--- src/rtl/pio3_pkg.sv ---
package pio3_pkg;

   // register address codes
   typedef enum logic [1:0] {
      SEL_PA  = 2'b00,
      SEL_PB  = 2'b01,
      SEL_PC  = 2'b10,
      SEL_CTL = 2'b11
   } reg_sel_e;

   // control word bit positions
   localparam int CW_KIND   = 7;
   localparam int CW_AMODE  = 5;
   localparam int CW_A_DIR  = 4;
   localparam int CW_CU_DIR = 3;
   localparam int CW_BMODE  = 2;
   localparam int CW_B_DIR  = 1;
   localparam int CW_CL_DIR = 0;
   localparam int CW_BITVAL = 0;

   // stored configuration, 1 in a *_in field means input
   typedef struct packed {
      logic [1:0] ga_mode;
      logic       gb_mode;
      logic       a_in;
      logic       cu_in;
      logic       b_in;
      logic       cl_in;
   } port_cfg_t;

   localparam port_cfg_t CFG_RESET = '{ga_mode: 2'b00, gb_mode: 1'b0,
                                       a_in: 1'b1, cu_in: 1'b1,
                                       b_in: 1'b1, cl_in: 1'b1};

endpackage

--- src/rtl/pio3_ctrl.sv ---
module pio3_ctrl
   import pio3_pkg::*;
#(
   parameter int DATA_W = 8,
   localparam int IDX_W = $clog2(DATA_W)
) (
   input  logic              clk,
   input  logic              rst,
   input  logic              wr_stb,
   input  reg_sel_e          addr,
   input  logic [DATA_W-1:0] wdata,
   output port_cfg_t         cfg,
   output logic              mode_ld,
   output logic              bsr_en,
   output logic [IDX_W-1:0]  bsr_idx,
   output logic              bsr_val,
   output logic              a_ld,
   output logic              b_ld,
   output logic              c_ld
);

   logic ctl_hit;

   always_comb begin
      ctl_hit = wr_stb && (addr == SEL_CTL);
      mode_ld = ctl_hit && wdata[CW_KIND];
      bsr_en  = ctl_hit && !wdata[CW_KIND];
      bsr_idx = wdata[IDX_W:1];
      bsr_val = wdata[CW_BITVAL];
      a_ld    = wr_stb && (addr == SEL_PA);
      b_ld    = wr_stb && (addr == SEL_PB);
      c_ld    = wr_stb && (addr == SEL_PC);
   end

   always_ff @(posedge clk) begin
      if (rst) begin
         cfg <= CFG_RESET;
      end else if (mode_ld) begin
         cfg.ga_mode <= wdata[CW_AMODE+1:CW_AMODE];
         cfg.gb_mode <= wdata[CW_BMODE];
         cfg.a_in    <= wdata[CW_A_DIR];
         cfg.cu_in   <= wdata[CW_CU_DIR];
         cfg.b_in    <= wdata[CW_B_DIR];
         cfg.cl_in   <= wdata[CW_CL_DIR];
      end
   end


   bsr_cfg_stable_chk: assert property (@(posedge clk) disable iff (rst)
      bsr_en |=> $stable(cfg));

endmodule

--- src/rtl/pio3_latch.sv ---
module pio3_latch #(
   parameter int W        = 8,
   parameter bit HAS_BSR  = 1'b0,
   localparam int IDX_W   = $clog2(W)
) (
   input  logic             clk,
   input  logic             rst,
   input  logic             clr,
   input  logic             ld,
   input  logic [W-1:0]     ld_data,
   input  logic             bit_en,
   input  logic [IDX_W-1:0] bit_idx,
   input  logic             bit_val,
   output logic [W-1:0]     q
);

   logic [W-1:0] nxt;

   generate
      if (HAS_BSR) begin : g_bsr
         always_comb begin
            nxt = q;
            if (clr)         nxt = '0;
            else if (ld)     nxt = ld_data;
            else if (bit_en) nxt[bit_idx] = bit_val;
         end
      end else begin : g_plain
         always_comb begin
            nxt = q;
            if (clr)     nxt = '0;
            else if (ld) nxt = ld_data;
         end
      end
   endgenerate

   always_ff @(posedge clk) begin
      if (rst) q <= '0;
      else     q <= nxt;
   end


   clr_zero_chk: assert property (@(posedge clk) disable iff (rst)
      clr |=> (q == '0));


   load_take_chk: assert property (@(posedge clk) disable iff (rst)
      (ld && !clr) |=> (q == $past(ld_data)));


   single_bit_chk: assert property (@(posedge clk) disable iff (rst)
      (bit_en && !ld && !clr) |=> ($countones(q ^ $past(q)) <= 1));


   idle_hold_chk: assert property (@(posedge clk) disable iff (rst)
      (!clr && !ld && !bit_en) |=> $stable(q));

endmodule

--- src/rtl/pio3_rdsel.sv ---
module pio3_rdsel #(
   parameter int W = 8
) (
   input  logic [W-1:0] dir_in,
   input  logic [W-1:0] pin,
   input  logic [W-1:0] lat,
   output logic [W-1:0] dout
);

   for (genvar i = 0; i < W; i++) begin : g_bit
      assign dout[i] = dir_in[i] ? pin[i] : lat[i];
   end

endmodule

--- src/rtl/pio3_port.sv ---
module pio3_port
   import pio3_pkg::*;
#(
   parameter int          DATA_W      = 8,
   parameter int          ADDR_W      = 2,
   parameter logic [7:0]  CTRL_RD_VAL = 8'hFF
) (
   input  logic              clk,
   input  logic              rst,
   input  logic              bus_sel,
   input  logic              bus_rd,
   input  logic              bus_wr,
   input  logic [ADDR_W-1:0] bus_addr,
   input  logic [DATA_W-1:0] bus_wdata,
   output logic [DATA_W-1:0] bus_rdata,
   output logic              bus_rdata_oe,
   input  logic [DATA_W-1:0] pa_in,
   output logic [DATA_W-1:0] pa_out,
   output logic [DATA_W-1:0] pa_oe,
   input  logic [DATA_W-1:0] pb_in,
   output logic [DATA_W-1:0] pb_out,
   output logic [DATA_W-1:0] pb_oe,
   input  logic [DATA_W-1:0] pc_in,
   output logic [DATA_W-1:0] pc_out,
   output logic [DATA_W-1:0] pc_oe
);

   localparam int NIB_W = DATA_W / 2;
   localparam int IDX_W = $clog2(DATA_W);

   if (DATA_W != 8) begin : g_bad_width
      $error("pio3_port: control word layout needs DATA_W of 8");
   end
   if (ADDR_W != 2) begin : g_bad_addr
      $error("pio3_port: four registers need ADDR_W of 2");
   end

   reg_sel_e         sel;
   logic             wr_stb;
   logic             rd_stb;
   port_cfg_t        cfg;
   logic             mode_ld;
   logic             bsr_en;
   logic [IDX_W-1:0] bsr_idx;
   logic             bsr_val;
   logic             a_ld;
   logic             b_ld;
   logic             c_ld;
   logic [DATA_W-1:0] a_q;
   logic [DATA_W-1:0] b_q;
   logic [DATA_W-1:0] c_q;
   logic [DATA_W-1:0] a_dir;
   logic [DATA_W-1:0] b_dir;
   logic [DATA_W-1:0] c_dir;
   logic [DATA_W-1:0] a_rd;
   logic [DATA_W-1:0] b_rd;
   logic [DATA_W-1:0] c_rd;
   logic [DATA_W-1:0] rd_mux;

   assign sel    = reg_sel_e'(bus_addr);
   assign wr_stb = bus_sel && bus_wr;
   assign rd_stb = bus_sel && bus_rd;

   pio3_ctrl #(.DATA_W(DATA_W)) u_ctrl (
      .clk     (clk),
      .rst     (rst),
      .wr_stb  (wr_stb),
      .addr    (sel),
      .wdata   (bus_wdata),
      .cfg     (cfg),
      .mode_ld (mode_ld),
      .bsr_en  (bsr_en),
      .bsr_idx (bsr_idx),
      .bsr_val (bsr_val),
      .a_ld    (a_ld),
      .b_ld    (b_ld),
      .c_ld    (c_ld)
   );

   pio3_latch #(.W(DATA_W), .HAS_BSR(1'b0)) u_lat_a (
      .clk (clk), .rst (rst), .clr (mode_ld), .ld (a_ld), .ld_data (bus_wdata),
      .bit_en (1'b0), .bit_idx ('0), .bit_val (1'b0), .q (a_q)
   );

   pio3_latch #(.W(DATA_W), .HAS_BSR(1'b0)) u_lat_b (
      .clk (clk), .rst (rst), .clr (mode_ld), .ld (b_ld), .ld_data (bus_wdata),
      .bit_en (1'b0), .bit_idx ('0), .bit_val (1'b0), .q (b_q)
   );

   pio3_latch #(.W(DATA_W), .HAS_BSR(1'b1)) u_lat_c (
      .clk (clk), .rst (rst), .clr (mode_ld), .ld (c_ld), .ld_data (bus_wdata),
      .bit_en (bsr_en), .bit_idx (bsr_idx), .bit_val (bsr_val), .q (c_q)
   );

   assign a_dir = {DATA_W{cfg.a_in}};
   assign b_dir = {DATA_W{cfg.b_in}};
   assign c_dir = {{NIB_W{cfg.cu_in}}, {NIB_W{cfg.cl_in}}};

   pio3_rdsel #(.W(DATA_W)) u_rd_a (.dir_in (a_dir), .pin (pa_in), .lat (a_q), .dout (a_rd));
   pio3_rdsel #(.W(DATA_W)) u_rd_b (.dir_in (b_dir), .pin (pb_in), .lat (b_q), .dout (b_rd));
   pio3_rdsel #(.W(DATA_W)) u_rd_c (.dir_in (c_dir), .pin (pc_in), .lat (c_q), .dout (c_rd));

   always_comb begin
      unique case (sel)
         SEL_PA:  rd_mux = a_rd;
         SEL_PB:  rd_mux = b_rd;
         SEL_PC:  rd_mux = c_rd;
         default: rd_mux = CTRL_RD_VAL;
      endcase
   end

   assign bus_rdata    = rd_stb ? rd_mux : '0;
   assign bus_rdata_oe = rd_stb;

   assign pa_out = a_q;
   assign pb_out = b_q;
   assign pc_out = c_q;
   assign pa_oe  = ~a_dir;
   assign pb_oe  = ~b_dir;
   assign pc_oe  = ~c_dir;


   ctrl_read_chk: assert property (@(posedge clk) disable iff (rst)
      (rd_stb && sel == SEL_CTL) |-> (bus_rdata == CTRL_RD_VAL));


   reset_state_chk: assert property (@(posedge clk) disable iff (rst)
      $fell(rst) |-> (pa_oe == '0 && pb_oe == '0 && pc_oe == '0 &&
                      pa_out == '0 && pb_out == '0 && pc_out == '0));

endmodule

--- config.mk ---
export PLATFORM = sky130hd
export DESIGN_NAME = pio3_port
export DESIGN_NICKNAME = d
export VERILOG_FILES = /design/src/rtl/pio3_pkg.sv /design/src/rtl/pio3_ctrl.sv /design/src/rtl/pio3_latch.sv /design/src/rtl/pio3_rdsel.sv /design/src/rtl/pio3_port.sv
export SDC_FILE = /design/constraint.sdc
export NUM_CORES = 1
export LEC_CHECK = 0
export BUFFER_PORTS_ARGS = -buffer_cell sky130_fd_sc_hd__buf_4
export CAP_MARGIN = 20
export CORE_AREA = 5 5 79 81
export CTS_CLUSTER_DIAMETER = 50
export DETAILED_ROUTE_END_ITERATION = 10
export DIE_AREA = 0 0 84 86
export GPL_ROUTABILITY_DRIVEN = 0
export HOLD_SLACK_MARGIN = 0.06
export PLACE_DENSITY = 0.66
export SLEW_MARGIN = 20
export SYNTH_ARGS = -nofsm -noshare
export SYNTH_HDL_FRONTEND = slang
export SYNTH_SLANG_ARGS = --single-unit
--- constraint.sdc ---
create_clock -name clk -period 2.68 [get_ports clk]
set_clock_uncertainty 0.1 [all_clocks]
set_input_delay 0.67 -clock clk [delete_from_list [all_inputs] [get_ports clk]]
set_output_delay 0.67 -clock clk [all_outputs]
set_load 0.01 [all_outputs]
[Word level (Yosys, flattened, before mapping)]
Cells that the tools add are included.
Storage, ports and cells
  logic and storage cells: 59
  bits of input ports: 39
  register bits: 28
  output and inout port bits: 57
Cells by class
  order comparisons: 2
  equality and inequality tests: 3
  reductions and logical operators: 13
  bitwise operators: 3
  muxes and demuxes: 31
Operators with widths (count)
  $mux 1: 25
  $mux 8: 3
  $not 8->8: 3
  $pmux 8 s3: 1
  $logic_and 1x1->1: 9
  $bwmux 8: 1
  $eq 2x2->1 const B: 2
  $lt 3x4->1 const B: 1
  $demux 1 s3: 1
  $ge 3x1->1 const B: 1
  $eq 2x1->1 const B: 1
  $logic_not 2->1: 1
  $reduce_bool 2->1: 1
  $reduce_or 2->1: 1
  $logic_not 1->1: 1

[Logic depth before layout (Yosys ltp)]
  depth after elaboration: 7
  mapped depth: 7
  mapped depth without buffers: 4

[By module]
From an unflattened synthesis, not the netlist that was laid out.
Second synthesis, totals
  cells, all modules: 210
  area, all modules: 2152.1 µm²
Modules (own cells, without submodules)
  pio3_latch (u_lat_a ...): area an instance 295.3 µm², cells each 27, instances 2
  pio3_latch (u_lat_c): area an instance 439.2 µm², cells each 44, instances 1
  pio3_port: area an instance 397.9 µm², cells each 48, instances 1
  pio3_ctrl: area an instance 364.1 µm², cells each 40, instances 1
  pio3_rdsel: area an instance 120.1 µm², cells each 8, instances 3

[Least setup slack after synthesis]
No wires, ideal clock.
  kind: input -> output
  start point: in bus_addr[0]
  end point: out bus_rdata[0]
  data arrival time: 1569 ps
  path buffers: 2
  required time: 1910 ps
  slack: 341 ps
  stages: 5
  path through: buf_4 > buf_6 > mux2i_1 > nor2_1 > a211oi_1
On the way
  longest elaborated chain between the ends: 3
  elaborated cells between the ends (all ways): 5
  those cells by class: 2 x eq/ne; 2 x mux; 1 x reduce/logical
RTL lines
  start, declared: RTL line pio3_port.sv:13  | input logic [ADDR_W-1:0] bus_addr,
  $eq 2x2->1 (tied with other cells): RTL line pio3_port.sv:104  | unique case (sel)
  $pmux 8 s3 *: RTL line pio3_port.sv:104
  $mux 8 *: RTL line pio3_port.sv:112  | assign bus_rdata = rd_stb ? rd_mux : '0;
  end, declared: RTL line pio3_port.sv:15  | output logic [DATA_W-1:0] bus_rdata,
Mark *: on every way between the ends. The rest lies on a longest branch, timed or not.

[Worst setup path after layout]
  start point: in bus_addr[0]
  end point: out bus_rdata[1]
The elaborated chain is that of the path after synthesis.

==> impl_results.md <==
- Status: finished, final reports clean
- # Post-CTS Setup Buffers: 0
- Period utilisation layout: 97.1%
- Synth top area share: approximately 28%
- Synth warn: 0
- Main synth FF type: dfxtp_1
- Top Ports: 96
- Critical Path RT: approximately 1900 ps
- Cells on worst reg2reg path: 2
- Peak supply drop: 0.208 mV
- Final net count: between 300 and 400
- Critical path launch point type: input port
- Initial antenna violation count: 0
- Synth cell count leaders: mux2i_1 (45), dfxtp_1 (28), nor2_1 (28), buf_4 (24), nand2_1 (19)
- #FFs+latches synth: 28
- Share of layout cells above drive strength 1: between 40 and 50%
- Final Hold Fails: 0
- Slew Limit Fails: 0
- Logic depth of the worst path, buffers included: 4
- Core area: roughly 5400 µm²
- Setup WS pre-CTS: approximately 120 ps
- Worst setup margin: 76.8 ps
- Number of port buffers: 95
- Static Leakage: 1.37 nW
- Die W: 84 µm
- Worst path cell trace: buf_4, nor2b_1, a211oi_1, buf_4
- Compound-Gate Fraction of Synth Area: ~11%
- Final Power: roughly 1.0 mW
- Root buffer cell: clkbuf_8
- Area of the die: between 7000 and 8000 µm²
- Slew headroom: 54.5%
- TritonCTS Buffers: 3
- Via/cell ratio: 4.98
- Hold Path Depth: 2
- Clk sinks: 28
- Fin cells: 367
- Routed wire length: 5860 µm
- Pin count of the biggest net entering global routing: 19
- Critical path's top delay family: simple AND/OR/NAND/NOR gates
- Slew @ Worst Pin: 681 ps
- Synth Area in Adders: 0%
- NetSw: ~0.26 mW
- Inserted Diodes: 0
- Hold WS: 378 ps
- Xor/xnor share of the synthesized area: 0%
- Buffers & Inverters on Critical Path: 2
- Sequential share of the synthesized area: about 28%
- Mapped Area: 1980 µm²
- Fin crit period: 2600 ps
- Largest family of logic cells by synthesized area: simple AND/OR/NAND/NOR gates
- Row cnt: 27
- Synth cell types: 34
- Hold Buf Count CTS: 0
- Gate power share: between 20% and 30%
- F_max: 0.384 GHz
- Post-synth EDFFs: 0
- Crit path arrival time: about 1800 ps
- TNS Setup: 0 ps
- Overall Global Routing Usage: 15.8%
- Placement Cell Area: 2580 µm²
- Remaining antenna violation count after routing: 0
- Final setup fails: 0
- Crit path top cell by count: buf_4
- Mean area per synthesized cell: 8.82 µm²
- Mux cell area share after synthesis: 22.8%
- H-tree levels: 1
- 1st-iter DRT viols: 94
- Crit Path Max Fanout: 18
- CTS tree: built
- Area Growth Syn to Fin: 34.5%
- Post-DP HPWL: 4710 µm
- Critical path's slowest cell: nor2b_1
- Worst-Skew Late Latency: 280 ps
- WL/cell: 16.0 µm
- Most frequent cell after synthesis: mux2i_1
- Top post-synthesis cells by area: dfxtp_1 (28%), mux2i_1 (23%), buf_4 (9.1%)
- Via count: 1827
- Sequential power share: 43.7%
- Post-synth ARST share: 0%
- Worst setup EP type: output port
- Post-CTS Resized: 0
- Residual DRC: 0
- Simple-gate area share of the yosys netlist: 22.8%
- Syn_nets: 263
- Power per cell area: 375 nW/µm²
- Die H: ~86 µm
- First-pass GRT wire length: ~9400 µm
- Max cap viols: 0
- Clock-pin slew on the worst setup and hold paths: 100 ps
- Crit Path Category: input port to output port
- Crit path largest cell delay: around 570 ps
- Finished Core Util: about 49%
- Overflow after GRT: 0
- Initial Utilization: a little over a third
- Area leader, netlist: dfxtp_1
- DRT Pass-1 Iters: 4
- Max Root-Sink Buffers: 2
- Clock power frac: 33.7%
- Hold Crit Class: register to register
- Final Instance Area: between 2000 and 3000 µm²
- Placed Cells: 363
- Vias in the first global route: 1895
- Net Sw Frac: 26.1%
- Cell count after synthesis: 224
- Int Power: 0.736 mW
- RSZ-0062 raised after global routing: no
## worst min-delay path, stage by stage (launching register included)
cell,delay (ps)
dfxtp_1,340
nand2_1,50
a21oi_1,50
## cell type report
class / instances / area (µm²)
multi-input cells: 150 / 1120
clock inverters: 1 / 30.0
well taps: 72 / 90.1
inverters: 10 / 37.5
repair buffers: 103 / 773
flip-flops and latches: 28 / 561
fillers: 535 / 2750
clock buffers: 3 / 41.3
## registers in the layout, summed over array words and instances (netlist names)
name        count
u_ctrl.cfg      4
u_lat_b.q       8
u_lat_a.q       8
u_lat_c.q       8
## power groups by stage
stage / clock [mW] / sequential, mW / combinational [mW]
2_1_floorplan: 0 / 0.445 / 0.124
3_3_place_gp: 0 / 0.444 / 0.224
3_5_place_dp: 0 / 0.444 / 0.226
4_1_cts: 0.340 / 0.435 / 0.227
5_1_grt: 0.357 / 0.436 / 0.245
6_report: 0.336 / 0.435 / 0.224
## layer usage
metal	track usage, %	up-vias	share of wire, %
li1	-	905	-
met5	0	-	0
met1	20.5	841	45
met4	2.63	0	0.90
met3	4.03	6	7.3
met2	27.0	75	47
## cell families (layout without fill, tap and decap cells)
logic type | count (synthesis) | after routing
simple gates | 75 | 75
mux | 45 | 45
flops | 28 | 28
compound gates | 30 | 30
buf+inv | 46 | 117
## layout by cell type, fill, tap and decap left out, types with 2 or more instances in the layout
master	count
and2_1	2
buf_4	103
dfxtp_1	28
inv_1	10
nor2_1	28
a21oi_1	11
clkbuf_8	3
nand2_1	19
a211oi_2	4
nand3_1	2
a211o_1	4
nor2b_1	2
a211oi_1	8
nor3_1	4
nor4_2	4
mux2i_1	45
nand2b_1	2
## path summary, 6_finish.rpt
kind,from,endpoint,slack (ps)
max,bus_addr[0],bus_rdata[1],80
min,u_lat_b.q[5]$_SDFFE_PP0P_,u_lat_b.q[5]$_SDFFE_PP0P_,380
max reg2reg,u_ctrl.cfg[1]$_SDFFE_PP1P_,u_ctrl.cfg[1]$_SDFFE_PP1P_,1740
min reg2reg,u_lat_b.q[5]$_SDFFE_PP0P_,u_lat_b.q[5]$_SDFFE_PP0P_,380
(Power assumes the default switching activity.)
